<file path="config.mk">
export PLATFORM = sky130hd
export DESIGN_NAME = sym2byte_corrector
export DESIGN_NICKNAME = d
export VERILOG_FILES = /design/src/rtl/corr_pkg.sv /design/src/rtl/corr_sym_map.sv /design/src/rtl/corr_rmw_seq.sv /design/src/rtl/corr_tally.sv /design/src/rtl/sym2byte_corrector.sv
export SDC_FILE = /design/constraint.sdc
export NUM_CORES = 1
export LEC_CHECK = 0
export ABC_AREA = 1
export BUFFER_PORTS_ARGS = -buffer_cell sky130_fd_sc_hd__buf_2
export CAP_MARGIN = 20
export CORE_MARGIN = 8
export CORE_UTILIZATION = 58
export CTS_CLUSTER_SIZE = 25
export DETAILED_ROUTE_END_ITERATION = 12
export GPL_TIMING_DRIVEN = 0
export HOLD_SLACK_MARGIN = 0.05
export PLACE_DENSITY = 0.81
export SETUP_SLACK_MARGIN = 0.4
export SYNTH_ARGS = -nofsm -noshare
export SYNTH_HDL_FRONTEND = slang
export SYNTH_SLANG_ARGS = --single-unit
</file>
<file path="constraint.sdc">
create_clock -name clk -period 2.8 [get_ports clk]
set_input_delay 0.14 -clock clk [delete_from_list [all_inputs] [get_ports clk]]
set_output_delay 0.14 -clock clk [all_outputs]
set_load 0.01 [all_outputs]
</file>
<file path="src/rtl/corr_pkg.sv">
package corr_pkg;

  // Width of one code symbol; the nibble split in the mapper assumes 12.
  localparam int SYM_W     = 12;
  // Address field carried inside a byte operation, wide enough for any region.
  localparam int OP_ADDR_W = 16;

  typedef struct packed {
    logic                 en;
    logic                 spare;
    logic [OP_ADDR_W-1:0] addr;
    logic [7:0]           mask;
  } byte_op_t;

  typedef enum logic [2:0] {
    ST_IDLE,
    ST_NEXT,
    ST_TAKE,
    ST_RD0,
    ST_WR0,
    ST_RD1,
    ST_WR1
  } seq_state_t;

endpackage

</file>
<file path="src/rtl/corr_sym_map.sv">
module corr_sym_map
  import corr_pkg::*;
#(
  parameter int DATA_BYTES = 2048,
  parameter int LAST_POS   = 1374
) (
  input  logic [SYM_W-1:0] pos,
  input  logic [SYM_W-1:0] pat,
  output byte_op_t         op0,
  output byte_op_t         op1,
  output logic             bad
);

  localparam int LIN_W = SYM_W + 3;

  logic             pos_zero;
  logic [LIN_W-1:0] tri_pos;
  logic [LIN_W-1:0] half;
  logic [LIN_W-1:0] idx [2];
  logic [7:0]       msk [2];

  // Linear byte index and mask for each of the two bytes a symbol covers.
  always_comb begin
    pos_zero = (pos == '0);
    tri_pos  = (LIN_W'(pos) << 1) + LIN_W'(pos);
    half     = tri_pos >> 1;
    if (pos[0]) begin
      idx[0] = half;
      msk[0] = pat[11:4];
      idx[1] = half + LIN_W'(1);
      msk[1] = {pat[3:0], 4'h0};
    end else if (pos_zero) begin
      idx[0] = '0;
      msk[0] = pat[7:0];
      idx[1] = '0;
      msk[1] = '0;
    end else begin
      idx[0] = half - LIN_W'(1);
      msk[0] = {4'h0, pat[11:8]};
      idx[1] = half;
      msk[1] = pat[7:0];
    end
  end

  // Rebase every byte index past the data region onto the spare region.
  for (genvar g = 0; g < 2; g++) begin : g_place
    byte_op_t plc;
    always_comb begin
      plc.en   = 1'b1;
      plc.mask = msk[g];
      if (idx[g] >= LIN_W'(DATA_BYTES)) begin
        plc.spare = 1'b1;
        plc.addr  = OP_ADDR_W'(idx[g] - LIN_W'(DATA_BYTES));
      end else begin
        plc.spare = 1'b0;
        plc.addr  = OP_ADDR_W'(idx[g]);
      end
    end
  end

  always_comb begin
    op0    = g_place[0].plc;
    op1    = g_place[1].plc;
    op1.en = !pos_zero;
    bad    = (int'(pos) > LAST_POS) || (pos_zero && (pat[11:8] != 4'h0));
  end

endmodule

</file>
<file path="src/rtl/corr_rmw_seq.sv">
module corr_rmw_seq
  import corr_pkg::*;
#(
  parameter int ADDR_W      = 11,
  parameter int SPARE_BYTES = 64
) (
  input  logic              clk,
  input  logic              rst_n,
  input  logic              start,
  input  logic              in_valid,
  output logic              in_ready,
  input  byte_op_t          map_op0,
  input  byte_op_t          map_op1,
  input  logic              map_bad,
  input  logic              remain_zero,
  input  logic              page_failed,
  output logic              open_pg,
  output logic              take,
  output logic              close_pg,
  output logic              mem_rd,
  output logic              mem_we,
  output logic              mem_spare,
  output logic [ADDR_W-1:0] mem_addr,
  output logic [7:0]        mem_wdata,
  input  logic [7:0]        mem_rdata
);

  seq_state_t st_q, st_d;
  byte_op_t   op0_q, op1_q, cur;
  logic       second;

  always_comb begin
    in_ready = (st_q == ST_TAKE);
    take     = in_ready && in_valid;
    open_pg  = (st_q == ST_IDLE) && start;
    close_pg = (st_q == ST_NEXT) && remain_zero;

    st_d = st_q;
    unique case (st_q)
      ST_IDLE: if (start) st_d = ST_NEXT;
      ST_NEXT: st_d = remain_zero ? ST_IDLE : ST_TAKE;
      ST_TAKE: if (in_valid) st_d = (map_bad || page_failed) ? ST_NEXT : ST_RD0;
      ST_RD0:  st_d = ST_WR0;
      ST_WR0:  st_d = op1_q.en ? ST_RD1 : ST_NEXT;
      ST_RD1:  st_d = ST_WR1;
      ST_WR1:  st_d = ST_NEXT;
      default: st_d = ST_IDLE;
    endcase

    second    = (st_q == ST_RD1) || (st_q == ST_WR1);
    cur       = second ? op1_q : op0_q;
    mem_rd    = (st_q == ST_RD0) || (st_q == ST_RD1);
    mem_we    = (st_q == ST_WR0) || (st_q == ST_WR1);
    mem_spare = (mem_rd || mem_we) && cur.spare;
    mem_addr  = (mem_rd || mem_we) ? cur.addr[ADDR_W-1:0] : '0;
    mem_wdata = mem_rdata ^ cur.mask;
  end

  always_ff @(posedge clk) begin
    if (!rst_n) begin
      st_q  <= ST_IDLE;
      op0_q <= '0;
      op1_q <= '0;
    end else begin
      st_q <= st_d;
      if (take) begin
        op0_q <= map_op0;
        op1_q <= map_op1;
      end
    end
  end

  AST_READY_QUIET: assert property (@(posedge clk) disable iff (!rst_n)
    in_ready |-> (!mem_rd && !mem_we));
  AST_WRITE_AFTER_READ: assert property (@(posedge clk) disable iff (!rst_n)
    mem_we |-> $past(mem_rd));
  AST_WRITE_SAME_BYTE: assert property (@(posedge clk) disable iff (!rst_n)
    mem_we |-> ((mem_addr == $past(mem_addr)) && (mem_spare == $past(mem_spare))));
  AST_SPARE_BOUND: assert property (@(posedge clk) disable iff (!rst_n)
    (mem_rd && mem_spare) |-> (int'(mem_addr) < SPARE_BYTES));

endmodule

</file>
<file path="src/rtl/corr_tally.sv">
module corr_tally #(
  parameter int MAX_ERR = 4,
  parameter int CNT_W   = 3
) (
  input  logic             clk,
  input  logic             rst_n,
  input  logic             open_pg,
  input  logic [CNT_W-1:0] open_cnt,
  input  logic             take,
  input  logic             take_bad,
  input  logic             close_pg,
  output logic             remain_zero,
  output logic             page_failed,
  output logic             done,
  output logic [CNT_W-1:0] fixed_cnt,
  output logic             fail
);

  logic [CNT_W-1:0] remain_q, applied_q, res_cnt_q;
  logic             failed_q, done_q, res_fail_q;
  logic             over;

  always_comb begin
    over        = int'(open_cnt) > MAX_ERR;
    remain_zero = (remain_q == '0);
    page_failed = failed_q;
    done        = done_q;
    fixed_cnt   = res_cnt_q;
    fail        = res_fail_q;
  end

  always_ff @(posedge clk) begin
    if (!rst_n) begin
      remain_q   <= '0;
      applied_q  <= '0;
      failed_q   <= 1'b0;
      done_q     <= 1'b0;
      res_cnt_q  <= '0;
      res_fail_q <= 1'b0;
    end else begin
      done_q <= close_pg;
      if (open_pg) begin
        remain_q  <= over ? '0 : open_cnt;
        applied_q <= '0;
        failed_q  <= over;
      end else if (take) begin
        remain_q <= remain_q - CNT_W'(1);
        if (!failed_q) begin
          if (take_bad) failed_q  <= 1'b1;
          else          applied_q <= applied_q + CNT_W'(1);
        end
      end
      if (close_pg) begin
        res_cnt_q  <= failed_q ? '0 : applied_q;
        res_fail_q <= failed_q;
      end
    end
  end

  AST_DONE_SINGLE: assert property (@(posedge clk) disable iff (!rst_n)
    done |=> !done);
  AST_CNT_LIMIT: assert property (@(posedge clk) disable iff (!rst_n)
    done |-> (int'(fixed_cnt) <= MAX_ERR));
  AST_FAIL_NO_CNT: assert property (@(posedge clk) disable iff (!rst_n)
    (done && fail) |-> (fixed_cnt == '0));
  AST_TAKE_HAS_ROOM: assert property (@(posedge clk) disable iff (!rst_n)
    take |-> !remain_zero);

endmodule

</file>
<file path="src/rtl/sym2byte_corrector.sv">
module sym2byte_corrector
  import corr_pkg::*;
#(
  parameter  int DATA_BYTES  = 2048,
  parameter  int SPARE_BYTES = 64,
  parameter  int LAST_POS    = 1374,
  parameter  int MAX_ERR     = 4,
  localparam int CNT_W       = $clog2(MAX_ERR + 1),
  localparam int ADDR_W      = $clog2(DATA_BYTES)
) (
  input  logic              clk,
  input  logic              rst_n,
  input  logic              start,
  input  logic [CNT_W-1:0]  err_cnt,
  input  logic              in_valid,
  output logic              in_ready,
  input  logic [SYM_W-1:0]  in_pos,
  input  logic [SYM_W-1:0]  in_pat,
  output logic              mem_rd,
  output logic              mem_we,
  output logic              mem_spare,
  output logic [ADDR_W-1:0] mem_addr,
  output logic [7:0]        mem_wdata,
  input  logic [7:0]        mem_rdata,
  output logic              done,
  output logic [CNT_W-1:0]  fixed_cnt,
  output logic              fail
);

  byte_op_t map_op0, map_op1;
  logic     map_bad;
  logic     remain_zero, page_failed;
  logic     open_pg, take, close_pg;

  corr_sym_map #(
    .DATA_BYTES (DATA_BYTES),
    .LAST_POS   (LAST_POS)
  ) map_i (
    .pos (in_pos),
    .pat (in_pat),
    .op0 (map_op0),
    .op1 (map_op1),
    .bad (map_bad)
  );

  corr_rmw_seq #(
    .ADDR_W      (ADDR_W),
    .SPARE_BYTES (SPARE_BYTES)
  ) seq_i (
    .clk         (clk),
    .rst_n       (rst_n),
    .start       (start),
    .in_valid    (in_valid),
    .in_ready    (in_ready),
    .map_op0     (map_op0),
    .map_op1     (map_op1),
    .map_bad     (map_bad),
    .remain_zero (remain_zero),
    .page_failed (page_failed),
    .open_pg     (open_pg),
    .take        (take),
    .close_pg    (close_pg),
    .mem_rd      (mem_rd),
    .mem_we      (mem_we),
    .mem_spare   (mem_spare),
    .mem_addr    (mem_addr),
    .mem_wdata   (mem_wdata),
    .mem_rdata   (mem_rdata)
  );

  corr_tally #(
    .MAX_ERR (MAX_ERR),
    .CNT_W   (CNT_W)
  ) tally_i (
    .clk         (clk),
    .rst_n       (rst_n),
    .open_pg     (open_pg),
    .open_cnt    (err_cnt),
    .take        (take),
    .take_bad    (map_bad),
    .close_pg    (close_pg),
    .remain_zero (remain_zero),
    .page_failed (page_failed),
    .done        (done),
    .fixed_cnt   (fixed_cnt),
    .fail        (fail)
  );

endmodule

</file>
==> flow_summary.toml, run 1 <==
[sta]
hold_viol_final = 0
fin_crit_sh_pct = 82.0
holdWs_ns = 0.0676
maxSlewViolCount = 0
setup_viol = 0
fmax_ghz = 0.435
fin_setup_tns_ns = 0
skew_ns = 0.0157
tightestPinTransition_ns = 0.600
period_needed_ns = 2.30
slew_headroom_pct = 59.5
setup_ws_ns = 0.503
rsz0062_at_grt = "yes"

[clock_network]
cts_tree = "yes"
cts_max_path_buffers = 2
cts_max_level = 2
clk_latency_ns = 0.32
clockRootBuffer = "clkbuf_8"
cts-buffers-inserted = 5
cts_sinks = 56
post_cts_buffers = 0
hold_buffers = 0
clkTransAtPathRegs_ns = 0.12

[global_route]
grt_pass1_wl_um = 19800
grt-ovfl-total = 0
grt_max_degree = 20
antenna_found_initial = 0
grtUsageTotal_pct = 23.4
grt_pass1_vias = 4297

[logic_synthesis]
synth_top_flop_cell = "dfxtp_1"
yosysTopAreaCell = "dfxtp_1"
syn-mean-instance-area_um2 = 6.43
synthTopCellsByArea = "dfxtp_1, nand2_1, ha_1"
synth_nets = 725
syn_inst = 656
yosysWarnings = 0
yosys-top-cells-count = "nand2_1, inv_1, nor2_1"
ys_seq_area_share_pct = 26.6
async_flop_share_pct = 0
synth_most_common_cell = "nand2_1"
netlist_area_um2 = 4220
ys_ff_latch = 56
synth_edf_count = 0
synth_cell_type_count = 45
synth_top_area_share_pct = 26.6

[min_path]
hp-class = "in -> reg"

[floorplanning]
coreArea_um2 = 7140
die_w_um = 101
die-area_um2 = 10300
die_y_um = 101
fp-row-count = 31
start_util_pct = 59.1
io_pins = 67

[setup_path]
crit_type = "in -> reg"
critPathSlowestCell = "fa_1"
crit_path_max_fanout = 6
required_ns = 3.04
arrival_ns = 2.54
cp-start-kind = "input port"
path_cells = "buf_2 -> ha_2 -> fa_1 -> inv_1 -> ha_1 -> inv_1 -> a21oi_2 -> nand3_1 -> nor2_2 -> nand3_2 -> nor2_2 -> nand2_1 -> xor2_1 -> nand2_1 -> a21oi_1"
cpPeakStageDelay_ns = 0.50
end_kind = "register"

[route]
drc_errors = 0
drtIter0Drc = 302
drtPass1Iterations = 5
drt-total-wl_um = 12000
drtAntennaViolNets = 0
routed_via_density = 5.50
post_drt_wl_per_cell_um = 14.4
vias = 4561

[power]
p_per_area_nw_per_um2 = 390
power.total_w = 0.00187
vdd_ir_drop_max_mv = 0.199
leakage_nw = 2.27

[place]
io_buffers = 66
hpwl_um = 9670
place_ws_ns = -0.304
place.gp.congestion = 0.961

[job]
drv_cap = 0

[final_layout]
finalNetCount = 798
drive_above_1_share_pct = 17.5
diodes = 0
area_growth_pct = 13.8

[outcome]
status = "complete, no violations"
## what timing repair did
action,in CTS,in global routing
endpoints found under the hold margin,0,0
pin swaps,0,0
setup endpoints to repair,6,23
gates resized for setup,6,9
## flip-flops by register name, indices dropped and copies added (netlist names)
name / count
seq_i.op0_q: 20
tally_i.fixed_cnt: 3
seq_i.op1_q: 21
tally_i.applied_q: 3
tally_i.page_failed: 1
seq_i.st_q: 3
tally_i.remain_q: 3
tally_i.fail: 1
tally_i.done: 1
## placed cells by master (no fill, tap or decap), drive strengths merged, types with 2 or more instances in the layout
master	netlist	layout
a21oi	58	58
a32oi	2	2
xnor2	8	8
clkbuf	17	21
a31oi	5	5
nor2	68	68
dfxtp	56	56
buf	2	69
xor2	5	5
ha	29	29
nand3	46	46
nand4	10	10
nand2	181	181
or2	6	6
a211oi	3	3
nor4	3	3
o211ai	8	8
clkinv	2	3
mux2i	4	4
nor3	3	3
o21ai	35	35
a221oi	3	3
o22ai	5	5
o21bai	2	2
inv	84	85
## metal layers
layer,track usage (%),part of all wire [%],up-vias
li1,-,-,2302
met1,28.7,42,2058
met2,39.5,48,176
met3,4.40,7.7,25
met4,8.71,2.5,0
met5,0,0,-
## per-stage QoR
stage | util (%) | instances | area, um2
after floorplan | - | 656 | 4220
after global placement | 65.5 | 821 | 4670
after detailed placement | 65.5 | 821 | 4670
after CTS | 67.0 | 829 | 4780
after global routing | 67.3 | 829 | 4800
final | 67.3 | 829 | 4800
## critical path: cells and delay by family
family / cells / cell delay [ns]
simple gates: 6 / 0.69
compound gates: 2 / 0.24
buf+inv: 3 / 0.38
fa+ha+maj: 3 / 0.91
xor+xnor: 1 / 0.19
## power breakdown
group | internal, W | switching [W]
Sequential | 0.000820 | 0.0000143
Clock | 0.000185 | 0.000295
Combinational | 0.000184 | 0.000372
Total | 0.00119 | 0.000681
## cell families (layout without fill, tap and decap cells)
family                     after synthesis  in the layout  synth area share, %
AOI/OAI and AO/OA                      130            130                 17.8
xor gates and xnor gates                13             13                 2.70
adders and majority gates               30             30                 9.08
buffers and inverters                  105            179                 9.43
DFF                                     56             56                 26.6
muxes                                    4              4                0.949
and+or+nand+nor                        318            318                 33.4
## worst paths after layout
kind	cells past startpoint	end	from	slack, ns
worst max-delay path	15	seq_i.op0_q[18]$_SDFFE_PN0P_	in_pos[1]	0.50
worst min-delay path	3	seq_i.op1_q[1]$_SDFFE_PN0P_	in_pat[1]	0.07
worst min register to register	2	seq_i.op1_q[18]$_SDFFE_PN0P_	seq_i.op1_q[18]$_SDFFE_PN0P_	0.47
worst max register to register	10	seq_i.op1_q[0]$_SDFFE_PN0P_	seq_i.st_q[1]$_SDFFE_PN0P_	0.66
## final cells by class
type,instances,area (um2)
Multi-Input combinational cell,495,2720
Fill cell,713,2340
Sequential cell,56,1120
Timing Repair Buffer,66,330
Inverter,86,324
Tap cell,99,124
Buffer,19,86.3
Clock buffer,5,68.8
Clock inverter,3,27.5
No activity file was read; power rests on OpenSTA's default activity.
==> inputs of run 2 (changes only) <==
--- a/config.mk
+++ b/config.mk
@@ -9,12 +9,12 @@
 export BUFFER_PORTS_ARGS = -buffer_cell sky130_fd_sc_hd__buf_2
 export CAP_MARGIN = 20
 export CORE_MARGIN = 8
-export CORE_UTILIZATION = 58
+export CORE_UTILIZATION = 52
 export CTS_CLUSTER_SIZE = 25
 export DETAILED_ROUTE_END_ITERATION = 12
 export GPL_TIMING_DRIVEN = 0
 export HOLD_SLACK_MARGIN = 0.05
-export PLACE_DENSITY = 0.81
+export PLACE_DENSITY = 0.77
 export SETUP_SLACK_MARGIN = 0.4
 export SYNTH_ARGS = -nofsm -noshare
 export SYNTH_HDL_FRONTEND = slang
==> constraint.sdc (replaced) <==
create_clock -name clk -period 2.1 [get_ports clk]
set_input_delay 0.105 -clock clk [delete_from_list [all_inputs] [get_ports clk]]
set_output_delay 0.105 -clock clk [all_outputs]
set_load 0.01 [all_outputs]
==> flow_summary.toml, run 2 (synthesized netlist as in run 1, its figures left out) <==
[global_route]
grtUsageTotal_pct = 22.6
antenna_found_initial = 0
grt_pass1_vias = 4584
grt-ovfl-total = 0
grt_max_degree = 19
grt_pass1_wl_um = 21300

[floorplanning]
die_y_um = 106
fp-row-count = 33
coreArea_um2 = 8050
io_pins = 67
start_util_pct = 52.4
die_w_um = 106
die-area_um2 = 11200

[clock_network]
cts_sinks = 56
cts_max_level = 2
cts_max_path_buffers = 2
clkTransAtPathRegs_ns = 0.13
cts-buffers-inserted = 5
clk_latency_ns = 0.33
clockRootBuffer = "clkbuf_8"
cts_tree = "yes"

[route]
drtIter0Drc = 632
vias = 5527
post_drt_wl_per_cell_um = 18.2
routed_via_density = 6.05
drc_errors = 0
drtPass1Iterations = 8
drt-total-wl_um = 16600
drtAntennaViolNets = 0

[final_layout]
drive_above_1_share_pct = 39.7
layout_commonest_cell = "nand2_1"
final_util_pct = 77.2
finalNetCount = 876
top_register = "seq_i.op1_q"
largestRegisters = "seq_i.op1_q x21, seq_i.op0_q x20"
largest_register_ffs = 21
final_cell_mix = "nand2_1, buf_2, inv_1"
diodes = 0
area_growth_pct = 47.4

[outcome]
violations = "negative setup slack"
status = "finished with violations"

[power]
leakage_nw = 2.77
power.total_w = 0.00285
p_per_area_nw_per_um2 = 459
pwr-share-clk_pct = 22.0
switching_share_pct = 38.2
switchingPower_w = 0.00109
vdd_ir_drop_max_mv = 0.265
internal_power_w = 0.00177
pwr-share-comb_pct = 38.7
power_frac_seq_pct = 39.3

[sta]
tightestPinTransition_ns = 0.709
period_needed_ns = 2.15
setup_ws_ns = -0.0483
maxSlewViolCount = 0
skew_ns = 0.0273
rsz0062_at_grt = "yes"
setup_viol = 2
slew_headroom_pct = 52.8
fmax_ghz = 0.465
hold_viol_final = 0
fin_crit_sh_pct = 102

[setup_path]
crit_type = "in -> reg"
cp-start-kind = "input port"
reg2reg_from = "seq_i.st_q[1]$_SDFFE_PN0P_"
end_kind = "register"
cp-startpoint = "in_pos[0]"
crit_path_max_fanout = 10
required_ns = 2.34
arrival_ns = 2.39

[place]
io_buffers = 66
place_ws_ns = -0.356
hpwl_um = 9560
place.gp.congestion = 0.924

[min_path]
hold_start = "in_pat[1]"
hp-class = "in -> reg"

[job]
drv_cap = 0
==> run 2: power by group through the flow <==
stage	clock, W	combinational, W	sequential [W]
6_report	0.000629	0.00110	0.00112
4_1_cts	0.000609	0.000864	0.00111
3_5_place_dp	0	0.000736	0.00114
5_1_grt	0.000652	0.00117	0.00112
2_1_floorplan	0	0.000533	0.00113
3_3_place_gp	0	0.000717	0.00114
==> run 2: through the flow <==
stage                     instances  setup TNS [ns]  area (um2)  hold slack [ns]
final                           913         -0.0517        6220           0.0347
after global routing            913          -0.194        6220           0.0571
after CTS                       875               0        5390           0.0517
after detailed placement        827           -3.26        4740            0.388
after global placement          827           -2.67        4740            0.383
after floorplan                 656               0        4280            0.243
==> run 2: final cells by class <==
class | count | area [um2]
multi-input combinational | 495 | 3230
fill | 531 | 1840
sequential | 56 | 1130
timing repair buffer | 143 | 1090
inverter | 86 | 358
buffer | 19 | 171
tap | 105 | 131
clock buffer | 5 | 68.8
clock inverter | 3 | 21.3
timing repair inverter | 1 | 7.51
==> run 2: repair_timing <==
item                                    4_1_cts  5_1_grt
hold buffers                                  0        1
pin swaps                                    29       51
resized for setup                            80      163
gates cloned                                  2        3
endpoints found under the setup margin       66       70
hold endpoints to repair                      0        1
buffers inserted                             38       34
==> run 2: worst max-delay path, cell delays in order <==
cell and delay (ns):
buf_6 0.10, clkbuf_16 0.17, inv_4 0.05, clkbuf_16 0.14, ha_4 0.27, inv_2 0.10
ha_4 0.13, inv_2 0.04, a21oi_2 0.12, nand3_1 0.11, nor2_2 0.18, nand3_2 0.15
nor2_4 0.17, nand2_1 0.09, xor2_1 0.17, nand2_1 0.14, a21oi_2 0.13
==> run 2: final timing paths <==
| check | to | slack [ns] | cells after the start |
|---|---|---|---|
| max | seq_i.op0_q[18]$_SDFFE_PN0P_ | -0.05 | 17 |
| min | seq_i.op1_q[1]$_SDFFE_PN0P_ | 0.03 | 3 |
| max reg2reg | seq_i.op1_q[17]$_SDFFE_PN0P_ | 0.13 | 10 |
| min reg2reg | tally_i.fixed_cnt[1]$_SDFFE_PN0P_ | 0.47 | 2 |
==> run 2: routing by layer <==
layer | vias to the layer above | wire length, um | global-route usage, %
met5 | - | 0 | 0
met1 | 2515 | 6190 | 27.3
met2 | 427 | 7780 | 40.0
li1 | 2470 | - | -
met4 | 0 | 945 | 7.04
met3 | 115 | 1710 | 3.45
